### config.mk
export PLATFORM = sky130hd
export DESIGN_NAME = edge_irq_hub
export DESIGN_NICKNAME = d
export VERILOG_FILES = /design/src/rtl/edge_irq_pkg.sv /design/src/rtl/edge_irq_detect.sv /design/src/rtl/edge_irq_chan.sv /design/src/rtl/edge_irq_rdmux.sv /design/src/rtl/edge_irq_hub.sv
export SDC_FILE = /design/constraint.sdc
export NUM_CORES = 1
export LEC_CHECK = 0
export BUFFER_PORTS_ARGS = -buffer_cell sky130_fd_sc_hd__buf_2
export CAP_MARGIN = 10
export CORE_MARGIN = 8
export CORE_UTILIZATION = 35
export DETAILED_ROUTE_END_ITERATION = 10
export REMOVE_ABC_BUFFERS = 1
export SLEW_MARGIN = 5
export SYNTH_ARGS = -nofsm -noshare
export SYNTH_HDL_FRONTEND = slang
export SYNTH_HIERARCHICAL = 1
export SYNTH_SLANG_ARGS = --single-unit
### constraint.sdc
create_clock -name clk -period 3.4 [get_ports clk]
set_clock_uncertainty 0.2 [all_clocks]
set_input_delay 0.17 -clock clk [delete_from_list [all_inputs] [get_ports clk]]
set_output_delay 0.17 -clock clk [all_outputs]
set_load 0.01 [all_outputs]
### src/rtl/edge_irq_pkg.sv
package edge_irq_pkg;

  typedef enum logic [1:0] {
    RK_NONE = 2'd0,
    RK_MODE = 2'd1,
    RK_FLAG = 2'd2,
    RK_MASK = 2'd3
  } reg_kind_e;

endpackage

### src/rtl/edge_irq_detect.sv
module edge_irq_detect #(
  parameter int W = 8
) (
  input  logic         clk,
  input  logic         rst_n,
  input  logic [W-1:0] cur_i,
  input  logic [W-1:0] mode_i,
  output logic [W-1:0] evt_o
);

  logic [W-1:0] prev_q;
  logic         armed_q;

  // Rising changes always count; falling changes only where mode is 1.
  function automatic logic [W-1:0] edge_hits(input logic [W-1:0] prev,
                                             input logic [W-1:0] cur,
                                             input logic [W-1:0] both);
    edge_hits = (~prev & cur) | (both & prev & ~cur);
  endfunction

  always_ff @(posedge clk or negedge rst_n) begin
    if (!rst_n) begin
      prev_q  <= '0;
      armed_q <= 1'b0;
    end else begin
      prev_q  <= cur_i;
      armed_q <= 1'b1;
    end
  end

  assign evt_o = armed_q ? edge_hits(prev_q, cur_i, mode_i) : '0;


  rise_only_chk: assert property (@(posedge clk) disable iff (!rst_n)
    ((evt_o & ~mode_i & prev_q & ~cur_i) == '0));

endmodule

### src/rtl/edge_irq_chan.sv
module edge_irq_chan #(
  parameter int W = 8
) (
  input  logic         clk,
  input  logic         rst_n,
  input  logic [W-1:0] status_i,
  input  logic         mode_we_i,
  input  logic         mask_we_i,
  input  logic         clr_we_i,
  input  logic [W-1:0] wdata_i,
  output logic [W-1:0] mode_o,
  output logic [W-1:0] mask_o,
  output logic [W-1:0] flags_o,
  output logic [W-1:0] evt_o,
  output logic         pend_o
);

  logic [W-1:0] mode_q, mask_q, flags_q, clr_mask, evt;

  edge_irq_detect #(.W(W)) u_det (
    .clk    (clk),
    .rst_n  (rst_n),
    .cur_i  (status_i),
    .mode_i (mode_q),
    .evt_o  (evt)
  );

  // Write-1 clear; a same-cycle event overrides it.
  function automatic logic [W-1:0] next_flags(input logic [W-1:0] cur,
                                              input logic [W-1:0] clr,
                                              input logic [W-1:0] hit);
    next_flags = (cur & ~clr) | hit;
  endfunction

  assign clr_mask = clr_we_i ? wdata_i : '0;

  always_ff @(posedge clk or negedge rst_n) begin
    if (!rst_n) begin
      mode_q  <= '0;
      mask_q  <= '0;
      flags_q <= '0;
    end else begin
      if (mode_we_i) mode_q <= wdata_i;
      if (mask_we_i) mask_q <= wdata_i;
      flags_q <= next_flags(flags_q, clr_mask, evt);
    end
  end

  assign mode_o  = mode_q;
  assign mask_o  = mask_q;
  assign flags_o = flags_q;
  assign evt_o   = evt;
  assign pend_o  = |(flags_q & mask_q);


  flag_sticky_chk: assert property (@(posedge clk) disable iff (!rst_n)
    1'b1 |=> (($past(flags_q) & ~$past(clr_mask) & ~flags_q) == '0));


  event_sets_flag_chk: assert property (@(posedge clk) disable iff (!rst_n)
    1'b1 |=> (($past(evt) & ~flags_q) == '0));

endmodule

### src/rtl/edge_irq_rdmux.sv
module edge_irq_rdmux
  import edge_irq_pkg::*;
#(
  parameter int W      = 8,
  parameter int NUM_CH = 8,
  parameter int CH_W   = 3
) (
  input  logic                clk,
  input  logic                rst_n,
  input  logic                hit_i,
  input  reg_kind_e           kind_i,
  input  logic [CH_W-1:0]     ch_i,
  input  logic [NUM_CH*W-1:0] mode_all_i,
  input  logic [NUM_CH*W-1:0] flag_all_i,
  input  logic [NUM_CH*W-1:0] mask_all_i,
  output logic [W-1:0]        rdata_o
);

  logic [W-1:0] sel_d, rdata_q;

  always_comb begin
    sel_d = '0;
    if (hit_i) begin
      unique case (kind_i)
        RK_MODE: sel_d = mode_all_i[ch_i*W +: W];
        RK_FLAG: sel_d = flag_all_i[ch_i*W +: W];
        RK_MASK: sel_d = mask_all_i[ch_i*W +: W];
        default: sel_d = '0;
      endcase
    end
  end

  always_ff @(posedge clk or negedge rst_n) begin
    if (!rst_n) rdata_q <= '0;
    else        rdata_q <= sel_d;
  end

  assign rdata_o = rdata_q;


  unused_read_zero_chk: assert property (@(posedge clk) disable iff (!rst_n)
    (!hit_i || kind_i == RK_NONE) |=> (rdata_o == '0));

endmodule

### src/rtl/edge_irq_hub.sv
module edge_irq_hub
  import edge_irq_pkg::*;
#(
  parameter int NUM_CH    = 8,
  parameter int NUM_SRC   = 8,
  parameter int ADDR_W    = 8,
  parameter int CH_STRIDE = 32,
  parameter int MODE_OFS  = 'h13,
  parameter int FLAG_OFS  = 'h14,
  parameter int MASK_OFS  = 'h15
) (
  input  logic                      clk,
  input  logic                      rst_n,
  input  logic [NUM_CH*NUM_SRC-1:0] status_i,
  input  logic [ADDR_W-1:0]         addr_i,
  input  logic [NUM_SRC-1:0]        wdata_i,
  input  logic                      we_i,
  output logic [NUM_SRC-1:0]        rdata_o,
  output logic                      irq_o
);

  localparam int OFS_W = $clog2(CH_STRIDE);
  localparam int CH_W  = $clog2(NUM_CH);
  localparam int TOT_W = NUM_CH * NUM_SRC;

  logic [CH_W-1:0]  dec_ch;
  logic [OFS_W-1:0] dec_ofs;
  logic             dec_hit;
  reg_kind_e        dec_kind;

  logic [TOT_W-1:0]  mode_all, flag_all, mask_all, evt_all;
  logic [NUM_CH-1:0] pend;
  logic              evt_any;

  function automatic reg_kind_e kind_of(input logic [OFS_W-1:0] ofs);
    if (32'(ofs) == MODE_OFS)      kind_of = RK_MODE;
    else if (32'(ofs) == FLAG_OFS) kind_of = RK_FLAG;
    else if (32'(ofs) == MASK_OFS) kind_of = RK_MASK;
    else                           kind_of = RK_NONE;
  endfunction

  always_comb begin
    dec_ofs  = addr_i[OFS_W-1:0];
    dec_ch   = addr_i[OFS_W +: CH_W];
    dec_hit  = ((addr_i >> (OFS_W + CH_W)) == '0) && (32'(dec_ch) < NUM_CH);
    dec_kind = kind_of(dec_ofs);
  end

  for (genvar c = 0; c < NUM_CH; c++) begin : g_ch
    logic ch_sel;
    assign ch_sel = we_i && dec_hit && (dec_ch == CH_W'(c));

    edge_irq_chan #(.W(NUM_SRC)) u_chan (
      .clk       (clk),
      .rst_n     (rst_n),
      .status_i  (status_i[c*NUM_SRC +: NUM_SRC]),
      .mode_we_i (ch_sel && dec_kind == RK_MODE),
      .mask_we_i (ch_sel && dec_kind == RK_MASK),
      .clr_we_i  (ch_sel && dec_kind == RK_FLAG),
      .wdata_i   (wdata_i),
      .mode_o    (mode_all[c*NUM_SRC +: NUM_SRC]),
      .mask_o    (mask_all[c*NUM_SRC +: NUM_SRC]),
      .flags_o   (flag_all[c*NUM_SRC +: NUM_SRC]),
      .evt_o     (evt_all[c*NUM_SRC +: NUM_SRC]),
      .pend_o    (pend[c])
    );
  end

  edge_irq_rdmux #(.W(NUM_SRC), .NUM_CH(NUM_CH), .CH_W(CH_W)) u_rd (
    .clk        (clk),
    .rst_n      (rst_n),
    .hit_i      (dec_hit),
    .kind_i     (dec_kind),
    .ch_i       (dec_ch),
    .mode_all_i (mode_all),
    .flag_all_i (flag_all),
    .mask_all_i (mask_all),
    .rdata_o    (rdata_o)
  );

  assign evt_any = |evt_all;
  assign irq_o   = |pend;


  irq_cause_chk: assert property (@(posedge clk) disable iff (!rst_n)
    $rose(irq_o) |-> ($past(evt_any) || $past(we_i)));

endmodule

==> After elaboration in Yosys (flattened, before gate mapping) <==
Index checks and enable logic that the tools add are counted.
{ "totals": {"rom_bits": 0, "memories": 0, "in_bits": 83, "output_inout_bits": 9, "word_cells": 184, "register_bits": 265, "mem_bits_rw": 0, "latchBits": 0} }
{ "op_classes": {"magnitude_cmp": 0, "bitwise": 80, "div_mod_pow": 0, "shift": 3, "add_sub_neg": 0, "eq_ne": 13, "muxes": 20, "mul": 0, "n_reduce_logical": 34} }
{ "ops": {"columns": ["cell", "n"], "rows": [
  ["8-bit AND", 40],
  ["8-bit NOT", 24],
  ["64-bit by 7-bit variable part select with 8-bit output", 3],
  ["8-bit two-way mux", 16],
  ["8-bit OR", 16],
  ["64-bit OR reduction", 1],
  ["1-bit logical AND", 32],
  ["8-bit one-hot mux with 3 select lines", 1],
  ["5-bit == test (second input constant)", 3],
  ["3-bit == test (second input constant)", 4],
  ["3-bit by 2-bit == test with 1-bit output (second input constant)", 2],
  ["2-bit two-way mux", 3],
  ["2-bit == test (second input constant)", 2],
  ["3-bit by 1-bit == test with 1-bit output (second input constant)", 1],
  ["3-bit logical NOT", 1],
  ["2-bit by 1-bit == test with 1-bit output (second input constant)", 1]
]} }

==> Depth between registers and ports, before layout <==
{ "logic_depth": {"ltp_word": 10, "mapped_depth": 11, "ltp_nobuf": 6} }

==> Hierarchy <==
The synthesis kept the hierarchy.
{ "by_module_without_submodules": {"columns": ["module", "cells_per_inst", "area_per_inst_um2", "seq_area_each_um2", "instances"], "rows": [
  ["edge_irq_chan", 64, 994.7, 600.6, 8],
  ["edge_irq_detect", 36, 405.4, 225.2, 8],
  ["edge_irq_rdmux", 277, 1968.1, 200.2, 1],
  ["edge_irq_hub", 45, 304.0, 0.0, 1]
]} }

==> Worst setup path after synthesis <==
OpenSTA, ideal clock, no wires.
{ "synth_timing": {"path_kind": "input-to-reg", "from": "input port addr_i[2]", "to": "register u_rd.rdata_q[3] (netlist: u_rd/rdata_o[3])", "required_time_ns": 3.073, "t_arrival_ns": 1.769, "n_path_buf": 5, "path_slack_ns": 1.303, "path_stages": 11, "setup_time_ns": 0.127, "cell_sequence": "buf_4 nand4bb_1 buf_2 buf_6 o22ai_1 buf_6 buf_4 mux2i_1 a21oi_1 nor3_1 o22ai_1"} }
{ "synth_via": {"elab_chain_cells": 6, "word_cells_on_any_way": 10, "cone_classes": "eq/ne: 6; mux: 4"} }
{ "synth_rtl": {"columns": ["item", "line", "text"], "rows": [
  ["start, declared", "edge_irq_hub.sv:15", "input logic [ADDR_W-1:0] addr_i,"],
  ["5-bit == test", "edge_irq_hub.sv:38", "else if (32'(ofs) == MASK_OFS) kind_of = RK_MASK;"],
  ["2-bit two-way mux", "edge_irq_hub.sv:38", null],
  ["2-bit two-way mux", "edge_irq_hub.sv:37", "else if (32'(ofs) == FLAG_OFS) kind_of = RK_FLAG;"],
  ["2-bit two-way mux (*)", "edge_irq_hub.sv:36", "if (32'(ofs) == MODE_OFS) kind_of = RK_MODE;"],
  ["net dec_kind[0]", "edge_irq_hub.sv:29", "reg_kind_e dec_kind;"],
  ["2-bit == test / 2-bit by 1-bit == test with 1-bit output (equally long branches)", "edge_irq_rdmux.sv:24", "unique case (kind_i)"],
  ["8-bit one-hot mux with 3 select lines (*)", "edge_irq_rdmux.sv:24", null],
  ["net u_rd.sel_d[3]", "edge_irq_rdmux.sv:19", "logic [W-1:0] sel_d, rdata_q;"],
  ["end signal, assigned", "edge_irq_rdmux.sv:35", "else rdata_q <= sel_d;"],
  ["end, declared", "edge_irq_rdmux.sv:19", null]
]} }
Mark *: on every way through the listed nets, which the timed path passes. The rest lies on a longest branch.
A chain may end at the register's enable or synchronous reset.

==> Worst setup path after layout <==
{ "layout_timing": {"from": "register g_ch[5].u_chan.flags_q[2]", "to": "output port irq_o"} }
{ "layout_via": {"elab_chain_cells": 2} }
{ "layout_rtl": {"columns": ["item", "line", "text"], "rows": [
  ["start, declared", "edge_irq_chan.sv:18", "logic [W-1:0] mode_q, mask_q, flags_q, clr_mask, evt;"],
  ["start signal, assigned", "edge_irq_chan.sv:45", "flags_q <= next_flags(flags_q, clr_mask, evt);"],
  ["8-bit AND", "edge_irq_chan.sv:53", "assign pend_o = |(flags_q & mask_q);"],
  ["64-bit OR reduction", "edge_irq_hub.sv:82", "assign irq_o = |pend;"],
  ["end, declared", "edge_irq_hub.sv:19", "output logic irq_o"]
]} }
Every way passes these cells.

==> flow_results.org <==
** Clocking
- TritonCTS buffer count :: 29
- Worst skew pair latency :: 570 ps
- Clock slew seen by the registers of the worst setup and hold paths :: 60 ps
- The clock passes through at most 3 buffers.
- Clock H-tree levels :: 1
- The tree is rooted in a sky130_fd_sc_hd__clkbuf_16.
- TritonCTS clock tree :: yes
- Number of sinks on the clock net :: 272

** Timing
- Hold timing on the final database bottoms out at a slack of 21.0 ps.
- Unrepaired setup endpoints after global routing :: no
- The routed design could run at a clock period as short as 2890 ps.
- Count of endpoints failing setup in the final report :: 0
- Headroom to the max-slew limit came out at 46.5%.
- Of the available clock period, the critical path in the final layout requires 85.1%.
- The total count of max-transition violations in the final report was 0.
- At the pin with the least slew margin, the transition time is 803 ps.
- The total count of hold-check failures in the final report is 0.
- Peak clock frequency supported by timing :: 346 MHz

** Synthesis
- The synthesized design contains 272 register bits.
- The cell area that synthesis handed to floorplanning was 13500 um^2.
- Averaged over all synthesized cells, the footprint is 12.0 um^2.
- Yosys warning total :: 6
- The biggest area contributor in the post-synthesis netlist is sky130_fd_sc_hd__dfrtp_1.
- The number of different library cells used by synthesis comes to 34.
- Syn Inst Count :: 1122
- Main area contributors after synthesis :: sky130_fd_sc_hd__dfrtp_1 (51%), sky130_fd_sc_hd__mux2_4 (14%), sky130_fd_sc_hd__mux2i_1 (4.8%), sky130_fd_sc_hd__nand4b_1 (4.4%), sky130_fd_sc_hd__nand2_1 (3.6%)
- After synthesis, the largest area contributor takes up 50.5% of total cell area.
- Of the synthesized area, sequential elements account for 50.5%.

** Worst setup path
- Startpoint-to-endpoint class of the critical path :: register to primary output
- Walking the worst path, the cells encountered are a22oi_1, nand4_1, nor4_1, nand2_1, buf_2.
- STA classifies the critical path endpoint as a primary output.
- Setup crit start kind :: register
- The most critical setup path has its startpoint at g_ch[5].u_chan/flags_o[2].
- Endpoint of the worst setup timing path :: irq_o
- Register-to-register setup slack :: 1760 ps
- For the worst setup path, the data required time is 3030 ps.
- Worst path max stage delay :: 700 ps
- The worst register-to-register path ends at u_rd/rdata_o[1].
- Arrival time of data at the critical path endpoint :: 2520 ps
- Of all nets on the critical path, the largest fanout is 3.
- The slowest stage of the critical path belongs to the cell sky130_fd_sc_hd__nor4_1.
- Measured in cells, the most critical reg-to-reg path has a length of 4.
- In this run the critical register-to-register path is launched from g_ch[4].u_chan/flags_o[1].

** Placed design
- DP Cell Count :: 1694
- Routability-driven placement finished with a final weighted congestion of 0.887.
- Count of port buffers added during placement :: 91
- The wire-length estimate of the detail-placed layout is 26100 um.
- Instance area after placement :: 14400 um^2

** Cells and area
- The layout has 3679 filler cells.
- Final standard cell area without fillers :: 16000 um^2
- In the final layout, the share of cells above drive strength 1 is 24.0%.
- Commonest non-fill, non-tap cells in the layout :: sky130_fd_sc_hd__dfrtp_1 (272), sky130_fd_sc_hd__nand2_1 (130), sky130_fd_sc_hd__mux2_4 (128), sky130_fd_sc_hd__buf_2 (90), sky130_fd_sc_hd__dlygate4sd3_1 (68)
- The library cell used most frequently in the layout, excluding fill and tap cells, is sky130_fd_sc_hd__dfrtp_1.
- Post-route non-filler standard cell count :: 1815
- Total Nets Final :: 1358
- Synthesis-to-finish area growth :: 18.6%

** Power and ir drop
- After layout, the design draws a total of 7.19 mW.
- Worst supply voltage drop on vdd :: 323 uV
- Net switching is 25.2% of the power.
- Net Switching :: 1.81 mW
- The internal portion of the total power is 5.38 mW.
- Power density over the cells :: 450 nW/um^2
- Registers are responsible for 48.5% of the overall power.
- The share of total power dissipated in the clock network is 41.8%.
- Summed over all cells, the static leakage comes to 6.73 nW.
- In this run, the combinational gates consume 9.8% of the power.

** Detailed routing
- Dividing the detail-routed wire length by the instance count gives 21.1 um.
- Met2 WL post-DR :: 17300 um
- Met3 routed WL :: 2110 um
- Via count normalized by instance count :: 5.33
- Length of the first detailed-routing pass in iterations :: 5
- Across all layers, the routed design uses 9665 vias.
- Wire length on met1 :: 17700 um
- Antenna Violating Nets Remaining :: 0
- The first routing iteration left 706 violations.
- Highest metal layer with signal wires :: met4
- Number of DRC violations after detailed routing :: 0
- Wire length after detailed routing :: 38400 um

** GRT
- Initial antenna violation count :: 1
- Entering global routing, the biggest net connects 98 pins.
- The first global-routing pass estimated 59400 um of wire.
- Number of global-route vias before repair :: 9899
- Total global-route track usage :: 16.9%
- For this run the aggregate overflow at the end of global routing stands at 0.

** Floorplan
- The die covers 45000 um^2.
- The die is 212 um tall.
- Measured along the x axis, the die boundary spans 212 um.
- Placement Rows :: 72
- 92 I/O pins were placed.
- Core ar. :: 38300 um^2
- Effective utilization at floorplan :: 35.2%

** Status
- The run finished with clean final reports.

** Run
- Across the run, the number of max-cap violations was 0.

** Worst hold path
- Worst hold-check path type :: primary input to register
-- state kept, by name, indices dropped and copies added, names as in the netlist --
name and count:
u_rd/rdata_o 8, g_ch.u_chan/flags_o 64, g_ch.u_chan/mode_o 64, g_ch.u_chan/u_det/prev_q 64
g_ch.u_chan/u_det/armed_q 8, g_ch.u_chan/mask_o 64
-- cells in the mapped netlist, drive strengths merged --
master / instances
o21ai: 43
mux2i: 64
o22ai: 9
buf: 52
a211oi: 22
nand3b: 64
a22oi: 32
nand4bb: 4
dfrtp: 272
mux2: 128
or4b: 1
clkinv: 1
or2: 2
conb: 9
a21o: 64
nor4: 2
nand4: 9
a21oi: 26
nand2b: 3
nor2: 24
nand4b: 68
clkbuf: 19
inv: 18
o221ai: 16
nand2: 130
nor3: 40
-- how the worst min path moves through the flow --
stage / slack (ps) / startpoint / cells after the start / to
final: 20 / wdata_i[2] / 3 / g_ch[3].u_chan/flags_o[2]
after global routing: 40 / wdata_i[1] / 3 / g_ch[1].u_chan/flags_o[1]
after CTS: 6 / wdata_i[5] / 3 / g_ch[0].u_chan/flags_o[5]
after detailed placement: 80 / rst_n / 1 / g_ch[5].u_chan/u_det/armed_q
after global placement: 80 / rst_n / 1 / g_ch[5].u_chan/u_det/armed_q
after floorplan: -330 / rst_n / 0 / g_ch[0].u_chan/flags_o[0]
-- timing repair --
action | in CTS | in global routing
endpoints found under the hold margin | 229 | 0
buffers inserted | 0 | 0
hold buffers | 68 | 0
resized for setup | 0 | 0
-- layout make-up --
class | instances | area (um^2) | area share [%]
clock inverter | 11 | 67.6 | 0.423
clock buffer | 40 | 827 | 5.17
multi-input combinational | 760 | 6080 | 38.1
timing repair buffer | 193 | 1480 | 9.24
tap | 518 | 648 | 4.05
antenna | 2 | 5.00 | 0.0313
inverter | 19 | 71.3 | 0.446
sequential | 272 | 6810 | 42.6
-- critical path, delay by kind of cell (launching register included) --
kind            cells  cell delay [ps]
buf+inv             1              220
simple gates        3             1110
compound gates      1              220
flops               1              420
-- metal layers --
layer  up-vias  global-route usage [%]
li1       4413                       -
met1      4871                    23.6
met2       294                    26.5
met3        87                    3.20
met4         0                    5.10
met5         -                       0
-- through the flow --
step	TNS (ps)	worst slack (ps)	utilization [%]
finish	0	508	41.7
global route	0	388	41.7
CTS	0	591	41.7
detailed placement	0	785	37.6
global placement	0	831	37.6
floorplan	-26580	-3320	-
-- kinds of logic after synthesis --
kind of cell,synth area share [%]
buf+inv,4.48
compound gates,10.6
simple gates,15.1
flops,50.5
mux,19.0
other cells,0.251
-- power groups by stage --
stage          Clock, mW  Combinational [mW]  Sequential [mW]
3_3_place_gp           0               0.628             3.54
5_1_grt             3.21               0.763             3.50
3_5_place_dp           0               0.638             3.54
2_1_floorplan          0               0.330             3.50
4_1_cts             3.08               0.706             3.48
6_report            3.00               0.704             3.49
(Power assumes the default switching activity.)
